==> config.mk <==
export PLATFORM = sky130hd
export DESIGN_NAME = regno_latch_unit
export DESIGN_NICKNAME = d
export VERILOG_FILES = /design/src/rtl/regno_pkg.sv /design/src/rtl/regno_expand.sv /design/src/rtl/regno_mode_dec.sv /design/src/rtl/regno_m_next.sv /design/src/rtl/regno_n_next.sv /design/src/rtl/regno_latch_unit.sv
export SDC_FILE = /design/constraint.sdc
export NUM_CORES = 1
export LEC_CHECK = 0
export ABC_AREA = 1
export ABC_CLOCK_PERIOD_IN_PS = 2400
export BUFFER_PORTS_ARGS = -buffer_cell sky130_fd_sc_hd__buf_2
export CORE_MARGIN = 2
export CORE_UTILIZATION = 37
export CTS_BUF_LIST = sky130_fd_sc_hd__clkbuf_8
export DETAILED_ROUTE_END_ITERATION = 10
export PLACE_DENSITY = 0.69
export SLEW_MARGIN = 15
export SYNTH_ARGS = -nofsm -noshare
export SYNTH_HDL_FRONTEND = slang
export SYNTH_SLANG_ARGS = --single-unit
export TNS_END_PERCENT = 5
==> constraint.sdc <==
create_clock -name clk -period 2.4 [get_ports clk]
set_input_delay 0.36 -clock clk [delete_from_list [all_inputs] [get_ports clk]]
set_output_delay 0.36 -clock clk [all_outputs]
set_load 0.05 [all_outputs]
==> src/rtl/regno_pkg.sv <==
package regno_pkg;
  localparam int FIELD_W = 3;
  localparam int NUM_W   = 5;
  localparam int BANK_W  = NUM_W - FIELD_W;
  localparam int BYTE_W  = 8;

  typedef logic [FIELD_W-1:0] field_t;
  typedef logic [NUM_W-1:0]   regno_t;
  typedef logic [BYTE_W-1:0]  ibyte_t;

  typedef enum logic [1:0] {
    FORM_WORD = 2'd0,
    FORM_BYTE = 2'd1,
    FORM_SEG  = 2'd2
  } form_e;

  // Word registers live in the top bank.
  function automatic regno_t word_form(field_t f);
    return {{BANK_W{1'b1}}, f};
  endfunction

  // Byte halves line up with their word register: field MSB picks the half.
  function automatic regno_t byte_form(field_t f);
    return {f[FIELD_W-1], ~f[FIELD_W-1], 1'b0, f[FIELD_W-2:0]};
  endfunction

  // Segment registers occupy the lowest four codes.
  function automatic regno_t seg_form(field_t f);
    return {{(NUM_W-FIELD_W+1){1'b0}}, f[FIELD_W-2:0]};
  endfunction
endpackage

==> src/rtl/regno_expand.sv <==
module regno_expand
  import regno_pkg::*;
(
  input  field_t field,
  input  form_e  kind,
  output regno_t num
);
  always_comb begin
    unique case (kind)
      FORM_BYTE: num = byte_form(field);
      FORM_SEG:  num = seg_form(field);
      default:   num = word_form(field);
    endcase
  end
endmodule

==> src/rtl/regno_mode_dec.sv <==
module regno_mode_dec
  import regno_pkg::*;
(
  input  ibyte_t opcode,
  input  ibyte_t modebyte,
  input  logic   has_wbit,
  input  logic   byte_only,
  output logic   byte_mode,
  output logic   reg_direct,
  output field_t rm_field,
  output field_t reg_field,
  output field_t op_lo_field,
  output field_t op_mid_field,
  output logic   op_bit3
);
  localparam int MOD_HI = BYTE_W - 1;
  localparam int MOD_LO = BYTE_W - 2;

  logic unused_op_hi;
  assign unused_op_hi = ^opcode[BYTE_W-1:2*FIELD_W];

  always_comb begin
    byte_mode    = (has_wbit & ~opcode[0]) | byte_only;
    reg_direct   = &modebyte[MOD_HI:MOD_LO];
    rm_field     = modebyte[FIELD_W-1:0];
    reg_field    = modebyte[2*FIELD_W-1:FIELD_W];
    op_lo_field  = opcode[FIELD_W-1:0];
    op_mid_field = opcode[2*FIELD_W-1:FIELD_W];
    op_bit3      = opcode[FIELD_W];
  end
endmodule

==> src/rtl/regno_m_next.sv <==
module regno_m_next
  import regno_pkg::*;
#(
  parameter regno_t OPR_NUM = 5'd6
) (
  input  logic   first_clk,
  input  logic   second_clk,
  input  logic   has_modrm,
  input  logic   acc_implied,
  input  logic   imm_move,
  input  logic   byte_mode,
  input  logic   reg_direct,
  input  logic   op_bit3,
  input  field_t op_lo_field,
  input  field_t rm_field,
  input  field_t m_lo,
  output regno_t m_d,
  output logic   m_en
);
  regno_t op_word_num;
  regno_t rm_num;
  regno_t acc_num;
  regno_t conv_num;
  form_e  rm_kind;

  assign rm_kind = byte_mode ? FORM_BYTE : FORM_WORD;

  regno_expand u_op_word (
    .field (op_lo_field),
    .kind  (FORM_WORD),
    .num   (op_word_num)
  );

  regno_expand u_rm (
    .field (rm_field),
    .kind  (rm_kind),
    .num   (rm_num)
  );

  always_comb begin
    acc_num  = {~byte_mode, 1'b1, {FIELD_W{1'b0}}};
    conv_num = byte_form(m_lo);
  end

  // Second clock outranks first clock; within it the mode byte wins.
  always_comb begin
    m_d  = op_word_num;
    m_en = 1'b0;
    if (second_clk) begin
      if (has_modrm) begin
        m_d  = reg_direct ? rm_num : OPR_NUM;
        m_en = 1'b1;
      end else if (acc_implied) begin
        m_d  = acc_num;
        m_en = 1'b1;
      end else if (imm_move && !op_bit3) begin
        m_d  = conv_num;
        m_en = 1'b1;
      end
    end else if (first_clk) begin
      m_d  = op_word_num;
      m_en = 1'b1;
    end
  end
endmodule

==> src/rtl/regno_n_next.sv <==
module regno_n_next
  import regno_pkg::*;
(
  input  logic   first_clk,
  input  logic   second_clk,
  input  logic   has_modrm,
  input  logic   seg_field,
  input  logic   byte_mode,
  input  field_t op_mid_field,
  input  field_t reg_field,
  output regno_t n_d,
  output logic   n_en
);
  regno_t op_seg_num;
  regno_t reg_num;
  form_e  reg_kind;

  always_comb begin
    if (seg_field)      reg_kind = FORM_SEG;
    else if (byte_mode) reg_kind = FORM_BYTE;
    else                reg_kind = FORM_WORD;
  end

  regno_expand u_op_seg (
    .field (op_mid_field),
    .kind  (FORM_SEG),
    .num   (op_seg_num)
  );

  regno_expand u_reg (
    .field (reg_field),
    .kind  (reg_kind),
    .num   (reg_num)
  );

  always_comb begin
    n_d  = op_seg_num;
    n_en = 1'b0;
    if (second_clk) begin
      if (has_modrm) begin
        n_d  = reg_num;
        n_en = 1'b1;
      end
    end else if (first_clk) begin
      n_d  = op_seg_num;
      n_en = 1'b1;
    end
  end
endmodule

==> src/rtl/regno_latch_unit.sv <==
module regno_latch_unit
  import regno_pkg::*;
#(
  parameter regno_t OPR_NUM = 5'd6
) (
  input  logic         clk,
  input  logic         rst_n,
  input  logic         first_clk,
  input  logic         second_clk,
  input  logic [7:0]   opcode,
  input  logic [7:0]   modebyte,
  input  logic         has_wbit,
  input  logic         byte_only,
  input  logic         has_modrm,
  input  logic         seg_field,
  input  logic         acc_implied,
  input  logic         imm_move,
  output logic [4:0]   m_num,
  output logic [4:0]   n_num
);
  logic   byte_mode;
  logic   reg_direct;
  logic   op_bit3;
  field_t rm_field;
  field_t reg_field;
  field_t op_lo_field;
  field_t op_mid_field;
  regno_t m_q, m_d;
  regno_t n_q, n_d;
  logic   m_en, n_en;

  regno_mode_dec u_dec (
    .opcode       (opcode),
    .modebyte     (modebyte),
    .has_wbit     (has_wbit),
    .byte_only    (byte_only),
    .byte_mode    (byte_mode),
    .reg_direct   (reg_direct),
    .rm_field     (rm_field),
    .reg_field    (reg_field),
    .op_lo_field  (op_lo_field),
    .op_mid_field (op_mid_field),
    .op_bit3      (op_bit3)
  );

  regno_m_next #(.OPR_NUM(OPR_NUM)) u_m_next (
    .first_clk   (first_clk),
    .second_clk  (second_clk),
    .has_modrm   (has_modrm),
    .acc_implied (acc_implied),
    .imm_move    (imm_move),
    .byte_mode   (byte_mode),
    .reg_direct  (reg_direct),
    .op_bit3     (op_bit3),
    .op_lo_field (op_lo_field),
    .rm_field    (rm_field),
    .m_lo        (m_q[FIELD_W-1:0]),
    .m_d         (m_d),
    .m_en        (m_en)
  );

  regno_n_next u_n_next (
    .first_clk    (first_clk),
    .second_clk   (second_clk),
    .has_modrm    (has_modrm),
    .seg_field    (seg_field),
    .byte_mode    (byte_mode),
    .op_mid_field (op_mid_field),
    .reg_field    (reg_field),
    .n_d          (n_d),
    .n_en         (n_en)
  );

  always_ff @(posedge clk or negedge rst_n) begin
    if (!rst_n)    m_q <= '0;
    else if (m_en) m_q <= m_d;
  end

  always_ff @(posedge clk or negedge rst_n) begin
    if (!rst_n)    n_q <= '0;
    else if (n_en) n_q <= n_d;
  end

  assign m_num = m_q;
  assign n_num = n_q;
endmodule

Word level (Yosys, flattened, before mapping)
Cells that the tools add are included.
{"block": "word_totals", "latchBits": 0, "ramBits": 0, "in_bits": 26, "wordCells": 37, "regBits": 10, "n_memories": 0, "romBits": 0, "out_inout_bits": 10}
{"block": "classes", "add_sub_neg": 0, "bitwise": 7, "n_eq_ne": 5, "order_cmp": 0, "shift": 0, "reduce_logical": 4, "div": 0, "n_mul": 0, "muxes": 18}
{"op": "2-to-1 mux 5 bit", "count": 7}
{"op": "case mux 5 bit (2 select lines)", "count": 2}
{"op": "2-to-1 mux 1 bit", "count": 8}
{"op": "NOT 1 bit", "count": 5}
{"op": "== test 2 x 1 -> 1 bit (second input constant)", "count": 2}
{"op": "== test 2 bit (second input constant)", "count": 2}
{"op": "!= test 4 bit (second input constant)", "count": 1}
{"op": "AND reduction 2 bit", "count": 2}
{"op": "2-to-1 mux 2 bit", "count": 1}
{"op": "AND 1 bit", "count": 1}
{"op": "logical AND 1 bit", "count": 1}
{"op": "zero test 1 bit", "count": 1}
{"op": "OR 1 bit", "count": 1}

Logic depth before layout (Yosys ltp)
{"block": "depth", "depth_word": 9, "mapped_depth": 9, "ltp_nobuf": 9}

By module
From an unflattened synthesis, not the netlist that was laid out.
{"block": "hier_totals", "cells_unflattened": 188, "area_unflattened_um2": 1147.4}
{"module": "regno_latch_unit", "seq_area_each_um2": 250.2, "instances": 1, "cells_per_inst": 42, "area_per_inst_um2": 370.4}
{"module": "regno_expand", "seq_area_each_um2": 0.0, "instances": 4, "cells_per_inst": 16, "area_per_inst_um2": 87.6}
{"module": "regno_m_next", "seq_area_each_um2": 0.0, "instances": 1, "cells_per_inst": 41, "area_per_inst_um2": 214.0}
{"module": "regno_mode_dec", "seq_area_each_um2": 0.0, "instances": 1, "cells_per_inst": 19, "area_per_inst_um2": 120.1}
{"module": "regno_n_next", "seq_area_each_um2": 0.0, "instances": 1, "cells_per_inst": 22, "area_per_inst_um2": 92.6}

Worst setup path before layout
Ideal clock, no wire load.
{"block": "synth_path", "path_type": "register -> register", "from": "register m_q[2] (netlist: m_num[2])", "to": "register m_q[4] (netlist: m_num[4])", "slack_ps": 1327, "setup_time_ps": 66, "period_less_slack_ps": 1073, "t_arrival_ps": 1007, "path_stages_with_launch": 7, "cell_sequence": "dfrtp_1 > inv_1 > nand4_1 > nand2_1 > nor2_1 > nand2_1 > nand2_1"}
{"block": "synth_via", "elab_chain_cells": 4}
{"item": "from (decl)", "line": "regno_latch_unit.sv:28", "rtl": "regno_t m_q, m_d;"}
{"item": "from (signal assigned)", "line": "regno_latch_unit.sv:76", "rtl": "else if (m_en) m_q <= m_d;"}
{"item": "2-to-1 mux 5 bit", "line": "regno_m_next.sv:56", "rtl": "end else if (imm_move && !op_bit3) begin"}
{"item": "2-to-1 mux 5 bit", "line": "regno_m_next.sv:53", "rtl": "end else if (acc_implied) begin"}
{"item": "2-to-1 mux 5 bit", "line": "regno_m_next.sv:50", "rtl": "if (has_modrm) begin"}
{"item": "2-to-1 mux 5 bit", "line": "regno_m_next.sv:49", "rtl": "if (second_clk) begin"}
Every way passes these cells. The select of a mux whose other input is x is not followed.
A chain may end at the register's enable or synchronous reset.

Worst setup path in the final report
{"block": "layout_path", "from": "register m_q[2] (netlist: m_num[2])", "to": "output port m_num[2]"}
{"item": "to (decl)", "line": "regno_latch_unit.sv:18", "rtl": "output logic [4:0] m_num,"}
No word-level cell between the ends.

==> flow_summary_export.csv <==
group,metric,value,unit
run_status,status,"finished clean",
route,drc,0,
yosys,synth_area,646,sq um
clocking,cts_root_buf,"clkbuf_8",
global_route,grt_use_total,15.5,%
worst_setup_path,r2r_start,"m_num[2]",
worst_setup_path,r2r_slack,1.53,ns
run,max_cap_violations,0,
yosys,yosysSeqAreaShare,38.8,%
placement,place_area,816,sq um
die,die_h,45.8,microns
route,routedWlPerCell,9.94,microns
worst_setup_path,critPathLaunchType,"register",
worst_setup_path,reg2reg_depth,6,
die,rows,15,
hold_path,hold_depth,2,
route,ant_nets,0,
global_route,gr-total-overflow,0,
route,wl_met1,647,microns
yosys,syn_nets,118,
yosys,synth_cell_types,16,
layout,layout_commonest_cell,"nand2_1",
worst_setup_path,max_stage_delay,0.38,ns
clocking,cts_buffer_depth,2,
placement,place_congestion,0.701,
global_route,grt_pass1_vias,627,
worst_setup_path,critical-path-top-delay-family,"flip-flops",
die,start_util,38.2,%
route,avgViaCountPerCell,4.66,
route,maxUsedRoutingLayer,"met4",
layout,antenna-diode-count,0,
yosys,avgSynthCellArea,7.02,sq um
clocking,h-tree-depth,1,
worst_setup_path,cp-end-kind,"output pin",
yosys,netlist_instances,92,
clocking,worstSkewPairLatency,0.23,ns
placement,place_inst,140,
route,drt_wl_total,1440,microns
sta,tns,0,ns
worst_setup_path,critical_path_required,2.04,ns
sta,fin_crit,1.26,ns
worst_setup_path,crit_type,"register to output pin",
placement,post-dp-hpwl,1190,microns
power_and_ir_drop,p_leak,0.525,nW
yosys,synth-seq-cells,10,
route,vias,675,
layout,synthToLayoutAreaGrowth,36.4,%
layout,mostFrequentLayoutCells,"nand2_1, buf_2, inv_1, dfrtp_1, o21ai_0",
global_route,antenna_found_initial,0,
layout,finalInstanceArea,881,sq um
sta,final_max_slew_viol_count,0,
die,die-area,2090,sq um
route,route.met2.wl,697,microns
sta,fmax,795,MHz
sta,rsz0062_at_grt,"no",
worst_setup_path,crit_chain,"buf_2",
route,wl_met3,79,microns
layout,stdcell_count,145,
worst_setup_path,critPathBufInv,1,
route,first_pass_iters,4,
power_and_ir_drop,powerDensity,679,nW/um^2
worst_setup_path,r2r-end,"m_num[4]",
clocking,cts_buffers,3,
layout,fin_nets,155,
clocking,clock-sinks,10,
hold_path,hold-path-endpoint,"n_num[3]",
sta,slew_headroom,83.9,%
worst_setup_path,cp_max_fo,4,
clocking,cts_tree,"built",
worst_setup_path,cp.depth,1,
hold_path,hp-start,"seg_field",
route,first_iter_violations,3,
global_route,grt_pass1_wl,2290,microns
layout,drive_gt1_share,36.7,%
sta,finalSetupViolCount,0,
power_and_ir_drop,peakVddDrop,370,uV
worst_setup_path,cp.arrival,0.90,ns
sta,post-route-period-util,52.4,%
worst_setup_path,critPathSlowestCell,"dfrtp_1",
die,chipWidth,45.8,microns
clocking,path_clk_slew,0.05,ns
yosys,synth_warnings,0,
sta,finClkSkew,0.000208,ns
global_route,grt_max_degree,11,
hold_path,holdCritPathClass,"input port to register",
sta,hold_viol,0,
power_and_ir_drop,total_power,0.000598,W
sta,tightest_slew,0.241,ns
clocking,cts_resized,0,
die,io_pins,36,
placement,port-buffer-count,32,
die,core_region_area,1690,sq um
## per-layer routing
metal	track usage (%)	vias to the layer above
li1	-	359
met2	27.6	19
met3	4.76	2
met5	0	-
met1	16.6	295
met4	6.86	0
## state kept, by name, indices dropped and copies added (netlist names)
name	flops
m_num	5
n_num	5
## where the power goes
part / leakage, nW / total [W] / internal [W] / switching, W
registers: 0.123 / 0.000200 / 0.000189 / 0.0000112
logic: 0.373 / 0.000185 / 0.0000518 / 0.000133
clock network: 0.0288 / 0.000213 / 0.000144 / 0.0000683
total: 0.525 / 0.000598 / 0.000386 / 0.000213
## how the worst max path moves through the flow
stage	start	to	slack (ns)
6_report	m_num[2]	m_num[2]	1.14
5_1_grt	m_num[2]	m_num[2]	1.12
4_1_cts	m_num[2]	m_num[2]	1.13
3_5_place_dp	has_modrm	m_num[1]	1.20
3_3_place_gp	second_clk	n_num[3]	1.21
2_1_floorplan	m_num[2]	m_num[4]	1.33
## worst register-to-register path, stage by stage (launching register included)
cell     delay (ns)
dfrtp_1        0.40
inv_1          0.06
nand4_1        0.09
nand2_1        0.07
nor2_1         0.04
nand2_1        0.05
nand2_1        0.04
## through the flow
stage | hold slack (ns) | util [%] | worst slack [ns]
after floorplan | 0.0644 | - | 1.33
after global placement | 0.229 | 48.3 | 1.21
after detailed placement | 0.239 | 48.3 | 1.20
after CTS | 0.354 | 52.1 | 1.13
after global routing | 0.370 | 52.1 | 1.12
final | 0.354 | 52.1 | 1.14
## synthesized netlist by cell type, drive strengths merged
cell type	count	share of area [%]
buf	1	1.7
nand2	42	30
dfrtp	10	39
nor2	6	4.7
a21oi	2	1.6
o311ai	1	1.4
nand3	4	3.1
a21boi	1	1.7
o21ai	10	7.8
nand4	2	1.9
inv	13	7.6
## logic make-up after synthesis
logic type	Yosys count	share of synthesized area (%)
simple gates	54	39.5
compound gates	14	12.4
buf+inv	14	9.30
flops	10	38.8
## layout make-up
cell class | instances | area, sq um
fillers | 183 | 808
multi-input cells | 68 | 335
flip-flops and latches | 10 | 250
repair buffers | 33 | 170
clock buffers | 4 | 55.1
inverters | 13 | 48.8
well taps | 17 | 21.3
## what timing repair did
action	CTS	global route
hold buffers	1	0
hold endpoints to repair	10	0
buffers inserted	0	0
Power figures use the tool's default switching activity.
